$ cat config.mk
export PLATFORM = sky130hd
export DESIGN_NAME = eepw_page_writer
export DESIGN_NICKNAME = d
export VERILOG_FILES = /design/src/rtl/eepw_pkg.sv /design/src/rtl/eepw_chunk.sv /design/src/rtl/eepw_poll_retry.sv /design/src/rtl/eepw_page_writer.sv
export SDC_FILE = /design/constraint.sdc
export NUM_CORES = 1
export LEC_CHECK = 0
export BUFFER_PORTS_ARGS = -buffer_cell sky130_fd_sc_hd__buf_4
export CAP_MARGIN = 40
export CORE_UTILIZATION = 57
export CTS_CLUSTER_SIZE = 14
export DETAILED_ROUTE_END_ITERATION = 6
export GPL_TIMING_DRIVEN = 0
export MAX_ROUTING_LAYER = met4
export PLACE_DENSITY_LB_ADDON = 0.2
export SETUP_SLACK_MARGIN = 0.1
export SLEW_MARGIN = 20
export SYNTH_ARGS = -nofsm -noshare
export SYNTH_HDL_FRONTEND = slang
export SYNTH_SLANG_ARGS = --single-unit
$ cat constraint.sdc
create_clock -name clk -period 3.4 [get_ports clk]
set_clock_uncertainty 0.15 [all_clocks]
set_input_delay 0.68 -clock clk [delete_from_list [all_inputs] [get_ports clk]]
set_output_delay 0.68 -clock clk [all_outputs]
set_load 0.05 [all_outputs]
$ cat src/rtl/eepw_pkg.sv
package eepw_pkg;
  typedef enum logic [1:0] {
    OP_START = 2'd0,
    OP_STOP  = 2'd1,
    OP_WRITE = 2'd2
  } eepw_op_e;

  typedef enum logic [3:0] {
    ST_IDLE,
    ST_POLL_START,
    ST_POLL_DEV,
    ST_POLL_RSP,
    ST_RETRY_STOP,
    ST_GAP,
    ST_WADDR,
    ST_WADDR_RSP,
    ST_DATA,
    ST_DATA_RSP,
    ST_PAGE_STOP,
    ST_FINAL_STOP,
    ST_ERR_STOP
  } eepw_state_e;
endpackage

$ cat src/rtl/eepw_chunk.sv
module eepw_chunk #(
  parameter int LEN_W = 12,
  parameter int PAGE  = 16,
  localparam int PG_W = $clog2(PAGE),
  localparam int CH_W = PG_W + 1
) (
  input  logic [PG_W-1:0]  off_i,
  input  logic [LEN_W-1:0] rem_i,
  output logic [CH_W-1:0]  chunk_o
);
  logic [CH_W-1:0] room;

  always_comb begin
    room = CH_W'(PAGE) - {1'b0, off_i};
    if (rem_i < LEN_W'(room)) chunk_o = CH_W'(rem_i);
    else                      chunk_o = room;
  end
endmodule

$ cat src/rtl/eepw_poll_retry.sv
module eepw_poll_retry #(
  parameter int MAX_POLLS = 8,
  parameter int GAP_CYC   = 4,
  localparam int CW = $clog2(MAX_POLLS + 1),
  localparam int GW = $clog2(GAP_CYC + 1)
) (
  input  logic clk,
  input  logic rst_n,
  input  logic clr_i,
  input  logic nack_i,
  input  logic gap_ld_i,
  output logic last_o,
  output logic gap_end_o
);
  logic [CW-1:0] cnt;
  logic [GW-1:0] gap;

  always_ff @(posedge clk) begin
    if (!rst_n || clr_i) cnt <= '0;
    else if (nack_i)     cnt <= cnt + CW'(1);
  end

  always_ff @(posedge clk) begin
    if (!rst_n)          gap <= '0;
    else if (gap_ld_i)   gap <= GW'(GAP_CYC);
    else if (gap != '0)  gap <= gap - GW'(1);
  end

  assign last_o    = (cnt == CW'(MAX_POLLS - 1));
  assign gap_end_o = (gap == GW'(1));

  AST_POLL_BOUND: assert property (@(posedge clk) disable iff (!rst_n)
    cnt < CW'(MAX_POLLS));
  AST_GAP_FRESH: assert property (@(posedge clk) disable iff (!rst_n)
    gap_ld_i |=> gap == GW'(GAP_CYC));
endmodule

$ cat src/rtl/eepw_page_writer.sv
module eepw_page_writer
  import eepw_pkg::*;
#(
  parameter int   ADDR_W    = 11,
  parameter int   LEN_W     = 12,
  parameter int   PAGE      = 16,
  parameter int   MAX_POLLS = 8,
  parameter int   GAP_CYC   = 4,
  parameter logic [3:0] DEV_TYPE = 4'hA
) (
  input  logic              clk,
  input  logic              rst_n,
  input  logic              req_valid,
  output logic              req_ready,
  input  logic [ADDR_W-1:0] req_addr,
  input  logic [LEN_W-1:0]  req_len,
  input  logic              s_valid,
  output logic              s_ready,
  input  logic [7:0]        s_data,
  output logic              cmd_valid,
  input  logic              cmd_ready,
  output logic [1:0]        cmd_op,
  output logic [7:0]        cmd_data,
  input  logic              rsp_valid,
  input  logic              rsp_ack,
  output logic              done,
  output logic              err
);
  localparam int PG_W = $clog2(PAGE);
  localparam int CH_W = PG_W + 1;

  eepw_state_e       state;
  logic [ADDR_W-1:0] addr_q;
  logic [LEN_W-1:0]  rem_q;
  logic [CH_W-1:0]   chunk_q;
  logic [CH_W-1:0]   chunk_w;
  logic              done_q, err_q;
  logic [2:0]        blk;
  logic              last_poll, gap_end;
  logic              poll_ok, poll_bad;

  generate
    if (ADDR_W > 8) begin : g_blk
      assign blk = 3'(addr_q[ADDR_W-1:8]);
    end else begin : g_noblk
      assign blk = 3'd0;
    end
  endgenerate

  eepw_chunk #(.LEN_W(LEN_W), .PAGE(PAGE)) u_chunk (
    .off_i  (addr_q[PG_W-1:0]),
    .rem_i  (rem_q),
    .chunk_o(chunk_w)
  );

  assign poll_ok  = (state == ST_POLL_RSP) && rsp_valid && rsp_ack;
  assign poll_bad = (state == ST_POLL_RSP) && rsp_valid && !rsp_ack;

  eepw_poll_retry #(.MAX_POLLS(MAX_POLLS), .GAP_CYC(GAP_CYC)) u_retry (
    .clk      (clk),
    .rst_n    (rst_n),
    .clr_i    ((state == ST_IDLE) || poll_ok),
    .nack_i   (poll_bad && !last_poll),
    .gap_ld_i ((state == ST_RETRY_STOP) && cmd_ready),
    .last_o   (last_poll),
    .gap_end_o(gap_end)
  );

  always_comb begin
    cmd_valid = 1'b0;
    cmd_op    = OP_WRITE;
    cmd_data  = 8'h00;
    unique case (state)
      ST_POLL_START: begin cmd_valid = 1'b1; cmd_op = OP_START; end
      ST_POLL_DEV:   begin cmd_valid = 1'b1; cmd_data = {DEV_TYPE, blk, 1'b0}; end
      ST_WADDR:      begin cmd_valid = 1'b1; cmd_data = addr_q[7:0]; end
      ST_DATA:       begin cmd_valid = s_valid; cmd_data = s_data; end
      ST_RETRY_STOP, ST_PAGE_STOP, ST_FINAL_STOP, ST_ERR_STOP:
                     begin cmd_valid = 1'b1; cmd_op = OP_STOP; end
      default: ;
    endcase
  end

  assign req_ready = (state == ST_IDLE);
  assign s_ready   = (state == ST_DATA) && cmd_ready;
  assign done      = done_q;
  assign err       = err_q;

  always_ff @(posedge clk) begin
    if (!rst_n) begin
      state   <= ST_IDLE;
      addr_q  <= '0;
      rem_q   <= '0;
      chunk_q <= '0;
      done_q  <= 1'b0;
      err_q   <= 1'b0;
    end else begin
      done_q <= 1'b0;
      err_q  <= 1'b0;
      unique case (state)
        ST_IDLE: if (req_valid) begin
          addr_q <= req_addr;
          rem_q  <= req_len;
          if (req_len == '0) done_q <= 1'b1;
          else               state  <= ST_POLL_START;
        end
        ST_POLL_START: if (cmd_ready) state <= ST_POLL_DEV;
        ST_POLL_DEV:   if (cmd_ready) state <= ST_POLL_RSP;
        ST_POLL_RSP: if (rsp_valid) begin
          if (rsp_ack) begin
            if (rem_q == '0) state <= ST_FINAL_STOP;
            else begin
              chunk_q <= chunk_w;
              state   <= ST_WADDR;
            end
          end else if (last_poll) state <= ST_ERR_STOP;
          else                    state <= ST_RETRY_STOP;
        end
        ST_RETRY_STOP: if (cmd_ready) state <= ST_GAP;
        ST_GAP:        if (gap_end) state <= ST_POLL_START;
        ST_WADDR:      if (cmd_ready) state <= ST_WADDR_RSP;
        ST_WADDR_RSP: if (rsp_valid) state <= rsp_ack ? ST_DATA : ST_ERR_STOP;
        ST_DATA: if (s_valid && cmd_ready) begin
          addr_q  <= addr_q + ADDR_W'(1);
          rem_q   <= rem_q - LEN_W'(1);
          chunk_q <= chunk_q - CH_W'(1);
          state   <= ST_DATA_RSP;
        end
        ST_DATA_RSP: if (rsp_valid) begin
          if (!rsp_ack)            state <= ST_ERR_STOP;
          else if (chunk_q == '0)  state <= ST_PAGE_STOP;
          else                     state <= ST_DATA;
        end
        ST_PAGE_STOP: if (cmd_ready) state <= ST_POLL_START;
        ST_FINAL_STOP: if (cmd_ready) begin
          done_q <= 1'b1;
          state  <= ST_IDLE;
        end
        ST_ERR_STOP: if (cmd_ready) begin
          err_q <= 1'b1;
          state <= ST_IDLE;
        end
        default: state <= ST_IDLE;
      endcase
    end
  end

  AST_CMD_HOLD: assert property (@(posedge clk) disable iff (!rst_n)
    (cmd_valid && !cmd_ready) |=> (cmd_valid && $stable(cmd_op)));
  AST_STREAM_GATED: assert property (@(posedge clk) disable iff (!rst_n)
    s_ready |-> (cmd_op == OP_WRITE && !req_ready));
  AST_CHUNK_FITS: assert property (@(posedge clk) disable iff (!rst_n)
    (state == ST_WADDR) |-> (chunk_q != '0 &&
      ({1'b0, addr_q[PG_W-1:0]} + chunk_q) <= CH_W'(PAGE)));
  AST_DONE_PULSE: assert property (@(posedge clk) disable iff (!rst_n)
    done |=> !done);
  AST_ERR_PULSE: assert property (@(posedge clk) disable iff (!rst_n)
    err |=> !err);
  AST_DONE_ERR_EXCL: assert property (@(posedge clk) disable iff (!rst_n)
    !(done && err));
endmodule

==> results.toml, run 1 <==
[synth]
seq_area_frac_synth_pct = 26.73
synth-compound-area-share_pct = 29.01
yosysWarningCount = 0
synth_edf_count = 0
syn_nets = 460
synth_top_area_share_pct = 26.73
synth.area.mux_share_pct = 3.097
yosys.area_share.simple_pct = 26.73
netlist_area_sq_um = 3070
synthTopCellsByCount = "nor2_1 (47), nand2_1 (44), dfxtp_1 (41)"
synthDominantAreaCellType = "dfxtp_1"
synthXorXnorAreaFrac_pct = 1.711
avgSynthCellArea_sq_um = 7.526
synth_flop_cell = "dfxtp_1"
synth_top_family_by_area = "compound AO/OA/AOI/OAI gates"
synthAdderAreaFrac_pct = 5.705
synthCells = 408
ys_ff_latch = 41
synth.most_common_cell = "nor2_1"
synth_area_leaders = "dfxtp_1 (27%), nor2_1 (5.7%), ha_1 (5.7%), a21oi_1 (5.4%), nand2_1 (5.4%)"
yosysUniqueCellTypes = 68
synthArstFlopShare_pct = 0

[critical_path]
critPathKind = "reg2out"
startpoint_type = "flop"
end_kind = "output pin"
r2r-end = "chunk_q[2]"
rr_startpoint = "addr_q[0]"
path_max_fanout = 10
cp-startpoint = "state[0]"
reg2reg_depth = 9
crit_arrival_ns = 2.19
required_ns = 2.57
r2r_setup_slack_ns = 0.51
crit_end = "s_ready"

[die]
fp.dieW_um = 75.40
rows = 26
core_area_sq_um = 5140
die-area_sq_um = 5684
dieHeight_um = 75.40
start_util_pct = 59.74
io_pins = 53

[global_route]
first_global_vias = 3125
grtUsageMet3_pct = 5.291
grt_use_total_pct = 35.39
busiest_layer = "met2"
met2_usage_pct = 55.46
globalRouteMet1Util_pct = 45.51
antenna_found_initial = 0
grt_overflow = 0
grt_max_degree = 13
grt_pass1_wl_mm = 14.73

[placed_design]
portBuffers = 51
globalplace.congestion = 1.003
place_hpwl_mm = 6.792
dp.cells = 529

[clocking]
root_buffer = "clkbuf_8"
clk_latency_ns = 0.30
clk_pin_slew_ns = 0.08
cts_buffers = 5
cts-resized-gates = 0
cts_tree = "built"
postCtsSetupRepairBufs = 0
htreeDepth = 2
clock_sinks = 41
ctsHoldBuffers = 0
clk_path_buf_depth = 2

[detailed_routing]
vias = 3504
drtIter0Drc = 368
drc = 0
via_per_inst = 6.537
wl_per_cell_um = 17.88
ant_nets = 0
firstDrtPassIters = 5
routed_wirelength_mm = 9.584

[timing]
hold_violations = 0
tightest_slew_ns = 0.8061
max_freq_mhz = 331.5
finalCritPeriodShare_pct = 88.72
setup-violations-final = 0
maxSlewViolCount = 0
relSlewSlack_pct = 45.85
fin_setup_tns_ns = 0
grt_setup_unrepaired = "false"
fin_crit_ns = 3.016

[hold_path]
hp-start = "rem_q[7]"
worstHoldPathCells = 2
hp-class = "reg2reg"

[cells_and_area]
final_cells = 536
multi_input_area_sq_um = 2034
antennaDiodeCount = 0
sequential_cell_area_sq_um = 820.8
post-route-util_pct = 70.91
drive_gt1_share_pct = 18.67
final_nets = 518
num-fill-cells = 465
area_growth_pct = 18.70

[run_status]
outcome = "complete, no violations"

[power]
ir_drop_mv = 0.4226
leakage_nw = 1.462
p_per_area_nw_per_um2 = 690.8

[flow_run]
maxCapViolCount = 0
==> logic make-up (layout without fill, tap and decap cells) <==
| logic type | after synthesis | after routing |
|---|---|---|
| flops | 41 | 41 |
| mux | 9 | 9 |
| xor+xnor | 6 | 6 |
| fa+ha+maj | 14 | 14 |
| buf+inv | 48 | 106 |
| simple gates | 163 | 163 |
| compound gates | 127 | 127 |
==> worst min path at each step <==
stage | endpoint | slack, ns
finish | rem_q[7] | 0.33
global route | rem_q[7] | 0.39
CTS | rem_q[7] | 0.34
detailed placement | rem_q[7] | 0.32
global placement | rem_q[7] | 0.31
floorplan | rem_q[7] | 0.30
==> registers in the layout, summed over array words and instances (netlist names) <==
register	flops
addr_q	11
chunk_q	5
done	1
err	1
rem_q	12
state	4
u_retry.cnt	4
u_retry.gap	3
==> layer usage <==
| metal | routed length [um] | up-vias |
|---|---|---|
| met4 | 302 | 0 |
| met2 | 4386 | 225 |
| met3 | 903 | 39 |
| met1 | 3992 | 1630 |
| met5 | 0 | - |
| li1 | - | 1610 |
==> report_power, final <==
part | internal [mW] | leakage, nW | total (mW) | switching, mW
clock | 0.214 | 0.0540 | 0.393 | 0.179
sequential | 0.583 | 0.335 | 0.692 | 0.109
combinational | 0.522 | 1.07 | 1.43 | 0.911
==> through the flow <==
step	setup WS (ns)	hold WS [ns]	power (mW)	area (sq um)
final	0.3836	0.3346	2.518	3645
after floorplan	0.4940	0.2993	1.713	3070
after global placement	0.6807	0.3125	2.042	3541
after CTS	0.4050	0.3352	2.476	3645
after global routing	0.2765	0.3867	2.667	3645
after detailed placement	0.6041	0.3238	2.084	3541
==> critical path, stage by stage (launching register included) <==
cell and delay (ns):
dfxtp_1 0.30, buf_2 0.17, or4b_4 0.57, buf_6 0.17
buf_6 0.15, buf_2 0.20, nor2_1 0.11, buf_4 0.21
==> cell usage in the layout, fill, tap and decap left out, drive strengths merged, types with 6 or more instances in the layout <==
cell type,count
a32oi,6
a31oi,6
buf,62
nand2b,6
a21oi,33
inv,19
nor2,48
nor3,13
nand2,44
dfxtp,41
o22ai,6
ha,14
nand3,12
a211oi,7
clkbuf,23
o21ai,27
nand4,7
==> area by class of cell <==
class                           count  share of cell area [%]
Multi-Input combinational cell    319                   55.82
Tap cell                           70                   2.403
Inverter                           19                   1.957
Clock inverter                      2                  0.9612
Sequential cell                    41                   22.52
Timing Repair Buffer               51                   10.50
Clock buffer                        5                   1.888
Buffer                             29                   3.948
No activity file was read; power rests on OpenSTA's default activity.
==> inputs of run 2 (changes only) <==
Settings changed: CELL_PAD_IN_SITES_DETAIL_PLACEMENT set to 2, CELL_PAD_IN_SITES_GLOBAL_PLACEMENT set to 2, CORE_UTILIZATION 57 to 32.
==> run 2 against run 1 <==
Largest cell class unchanged. Count of clock-buffer cells in the layout grew 2. Register-to-register slack worse by 0.09 ns. Combinational power is 5% higher. Sequential power grew 1%. Setup slack got worse by 0.17 ns. Final area is 2.5% higher. Sequential share of layout area decreased by 0.55 points. Cell count rose by 11%. Critical path depth shrank 2. Maximum frequency fell by 5.3%.
==> results.toml, run 2 (synthesized netlist as in run 1, its figures left out) <==
[clocking]
clk_latency_ns = 0.30
clk_path_buf_depth = 2
cts-resized-gates = 0
clk_pin_slew_ns = 0.09
ctsHoldBuffers = 0
root_buffer = "clkbuf_8"
htreeDepth = 2
postCtsSetupRepairBufs = 0
clock_sinks = 41
cts_buffers = 5
cts_tree = "built"

[timing]
maxSlewViolCount = 0
setup-violations-final = 0
grt_setup_unrepaired = "false"
fin_setup_tns_ns = 0
tightest_slew_ns = 0.8327
fin_crit_ns = 3.186
hold_violations = 0
relSlewSlack_pct = 43.98
max_freq_mhz = 313.9
finalCritPeriodShare_pct = 93.71
whs_ns = 0.3501

[critical_path]
path_buf_inv = 3
reg2reg_depth = 9
rr_startpoint = "addr_q[0]"
r2r-end = "chunk_q[1]"
crit_chain = "buf_2 -> nor4b_4 -> clkbuf_1 -> a22o_1 -> buf_4"
cp_top_family = "buffers and inverters"
slowest_stage = "nor4b_4"
crit_arrival_ns = 2.36
cp-startpoint = "state[0]"
required_ns = 2.57
end_kind = "output pin"
slowest_delay_ns = 0.67
path_max_fanout = 10
r2r_setup_slack_ns = 0.42
critPathKind = "reg2out"
startpoint_type = "flop"
crit_cells = 5
crit_end = "cmd_data[0]"

[die]
start_util_pct = 33.07
io_pins = 53
fp.dieW_um = 99.96
die-area_sq_um = 9991
rows = 35
core_area_sq_um = 9284
dieHeight_um = 99.96

[cells_and_area]
drive_gt1_share_pct = 18.80
top_regs = "rem_q (12), addr_q (11), chunk_q (5)"
num-fill-cells = 1111
largest-register = "rem_q"
final_design_area_no_fill_sq_um = 3736
layout_common_cells = "buf_4 (52), nor2_1 (47), nand2_1 (44), dfxtp_1 (41), a21oi_1 (33)"
final_nets = 519
sequential_cell_area_sq_um = 820.8
area_growth_pct = 21.68
final_common_cell = "buf_4"
largest_reg_flops = 12
antennaDiodeCount = 0
multi_input_area_sq_um = 2034

[run_status]
outcome = "complete, no violations"

[flow_run]
maxCapViolCount = 0

[detailed_routing]
firstDrtPassIters = 4
wl_met1_mm = 5.328
routed_wirelength_mm = 12.49
vias = 3415
top_layer_used = "met4"
wl_met2_mm = 6.381
drc = 0
wl_per_cell_um = 20.93
drtIter0Drc = 81
dr_wl_met3_um = 488
via_per_inst = 5.720
ant_nets = 0

[power]
seq_power_share_pct = 26.5
leakage_nw = 1.470
p_int_mw = 1.354
p_per_area_nw_per_um2 = 707.3
ir_drop_mv = 0.2490
switching_share_pct = 48.75
p_switching_mw = 1.288
clkPwrFrac_pct = 16.6
p_comb_share_pct = 56.9

[global_route]
grt_max_degree = 13
antenna_found_initial = 0
first_global_vias = 3774
grt_overflow = 0
grt_use_total_pct = 26.99
grt_pass1_wl_mm = 20.05

[hold_path]
hp-start = "rem_q[7]"
hp-class = "reg2reg"
worstHoldPathCells = 2

[placed_design]
portBuffers = 51
place_area_sq_um = 3620
place_hpwl_mm = 9.122
globalplace.congestion = 0.8069
## run 2: cell count changes in the layout (fill, tap and decap cells not counted), sizes merged
cell	change
clkbuf	+2
buf	+1
clkinv	-1
## run 2: cell type report
cell class | instances | area share [%]
Multi-Input combinational cell | 319 | 54.45
Sequential cell | 41 | 21.97
Timing Repair Buffer | 52 | 10.38
Tap cell | 129 | 4.320
Buffer | 29 | 3.851
Clock buffer | 7 | 2.311
Inverter | 19 | 1.909
Clock inverter | 1 | 0.8038
## run 2: worst reg2reg max path, delay by kind of cell, from the launching register on
kind                       cells  cell delay [ns]
AOI/OAI and AO/OA              4             0.82
DFF                            1             0.56
adders and majority gates      2             0.55
muxes                          1             0.41
xor gates and xnor gates       1             0.21
buffers and inverters          1             0.17
## run 2: power groups by stage
stage	logic (mW)	registers [mW]	clock network [mW]
after floorplan	1.05	0.665	0
after global placement	1.42	0.699	0
after detailed placement	1.48	0.706	0
after CTS	1.51	0.698	0.447
after global routing	1.63	0.712	0.462
final	1.50	0.701	0.437
## run 2: routing by layer
metal / global-route usage [%] / up-vias
li1: - / 1609
met1: 30.98 / 1703
met2: 48.22 / 80
met3: 3.760 / 23
met4: 8.937 / 0
met5: - / -
## run 2: worst min-delay path by stage
stage | end | slack [ns]
floorplan | rem_q[7] | 0.30
global placement | rem_q[7] | 0.32
detailed placement | rem_q[7] | 0.33
CTS | rem_q[7] | 0.34
global route | rem_q[7] | 0.38
finish | rem_q[7] | 0.35
## run 2: per-stage QoR
| stage | cells | power (mW) | utilization (%) | worst slack, ns |
|---|---|---|---|---|
| after CTS | 597 | 2.655 | 40.24 | 0.2121 |
| after floorplan | 408 | 1.713 | - | 0.4940 |
| final | 597 | 2.643 | 40.24 | 0.2140 |
| after detailed placement | 589 | 2.188 | 38.99 | 0.5415 |
| after global placement | 588 | 2.124 | 38.94 | 0.6097 |
| after global routing | 597 | 2.808 | 40.24 | 0.1007 |
==> inputs of run 3 (changes only) <==
Settings changed: CORE_UTILIZATION 32 to 29.
Clock period 3.4 ns to 2.6 ns, I/O delays scaled along.
==> run 3 against run 2 <==
Power up 31%. Largest cell class unchanged. Sequential share of layout area down 0.73 points. Combinational power up 41%. Clock power down 2%.
==> results.toml, run 3 (synthesized netlist as in run 1, its figures left out) <==
[placed_design]
dp.cells = 596
place_hpwl_mm = 9.335
portBuffers = 51
place_area_sq_um = 3636
detailedPlace.worstSlack_ns = -0.2951
globalplace.congestion = 0.7992

[detailed_routing]
drc = 0
vias = 3441
wl_per_cell_um = 20.80
routed_wirelength_mm = 12.73
firstDrtPassIters = 4
drtIter0Drc = 130
ant_nets = 0
via_per_inst = 5.623

[timing]
setup-violations-final = 0
hold_violations = 0
maxSlewViolCount = 0
max_freq_mhz = 402.0
whs_ns = 0.3394
grt_setup_unrepaired = "true"
fin_setup_tns_ns = 0
relSlewSlack_pct = 49.67
fin_crit_ns = 2.488
fin_ws_ns = 0.1123
finalCritPeriodShare_pct = 95.68
tightest_slew_ns = 0.7549

[critical_path]
end_kind = "output pin"
slowest_delay_ns = 0.57
required_ns = 1.93
crit_chain = "buf_6 -> or4b_4 -> buf_12 -> buf_12 -> nor2_4 -> buf_6"
crit_arrival_ns = 1.82
startpoint_type = "flop"
slowest_stage = "or4b_4"
critPathKind = "reg2out"
path_max_fanout = 8

[flow_run]
maxCapViolCount = 0

[power]
power.total_mw = 3.455
p_per_area_nw_per_um2 = 884.7
leakage_nw = 1.552
ir_drop_mv = 0.2680

[cells_and_area]
largest-register = "rem_q"
post-route-util_pct = 38.00
largest_reg_flops = 12
final_cells = 612
final_common_cell = "buf_4"
final_nets = 529
top_regs = "rem_q (12), addr_q (11), chunk_q (5)"
final_design_area_no_fill_sq_um = 3905
area_growth_pct = 27.18
layout_common_cells = "buf_4 (63), nor2_1 (44), nand2_1 (43), dfxtp_1 (38), a21oi_1 (33)"
drive_gt1_share_pct = 24.79
antennaDiodeCount = 0
num-fill-cells = 1227

[clocking]
clk_latency_ns = 0.30
cts_buffers = 5
htreeDepth = 2
clock_sinks = 41
clk_pin_slew_ns = 0.09
ctsHoldBuffers = 0
clk_path_buf_depth = 2
root_buffer = "clkbuf_8"
cts_tree = "built"

[global_route]
first_global_vias = 3694
grt_pass1_wl_mm = 20.38
grt_overflow = 0
antenna_found_initial = 0
grt_max_degree = 12
grt_use_total_pct = 24.49

[die]
fp.dieW_um = 104.9
dieHeight_um = 104.9
core_area_sq_um = 10280
rows = 37
die-area_sq_um = 11000
start_util_pct = 29.88
io_pins = 53

[run_status]
outcome = "complete, no violations"

[hold_path]
hp-class = "in2reg"
==> run 3: path summary, 6_finish.rpt <==
kind | start | to | slack (ns) | cells past startpoint
setup reg to reg | addr_q[2] | chunk_q[2] | 0.15 | 10
hold / removal | req_addr[1] | addr_q[1] | 0.34 | 3
hold reg to reg | rem_q[7] | rem_q[7] | 0.35 | 2
setup / recovery | state[0] | s_ready | 0.11 | 6
==> run 3: final cells by class <==
type / instances / area [sq um] / area share (%)
multi-input cells: 319 / 2103 / 53.86
flip-flops and latches: 41 / 829.5 / 21.24
repair buffers: 63 / 474.2 / 12.14
plain buffers: 28 / 182.7 / 4.678
well taps: 136 / 170.2 / 4.358
inverters: 19 / 71.32 / 1.826
clock buffers: 5 / 68.82 / 1.762
clock inverters: 1 / 5.005 / 0.1282
==> run 3: what timing repair did <==
item | CTS | global route
resized for setup | 25 | 21
endpoints found under the setup margin | 21 | 34
pin swaps | 2 | 2
endpoints found under the hold margin | 0 | 0
setup buffers | 9 | 2
==> run 3: power by group <==
part	internal (mW)	switching, mW
clock	0.178	0.251
sequential	0.767	0.139
combinational	0.797	1.32
==> run 3: critical path: cells and delay by family (launching register included) <==
kind,cells,cell delay [ns]
buffers and inverters,4,0.55
flip-flops,1,0.31
AND/OR/NAND/NOR,2,0.64
==> run 3: layer usage <==
layer,vias up,track usage [%],part of all wire (%)
met5,-,-,0
met4,0,6.740,2.1
met3,22,2.308,2.8
met2,65,42.72,51
met1,1724,30.10,44
li1,1630,-,-
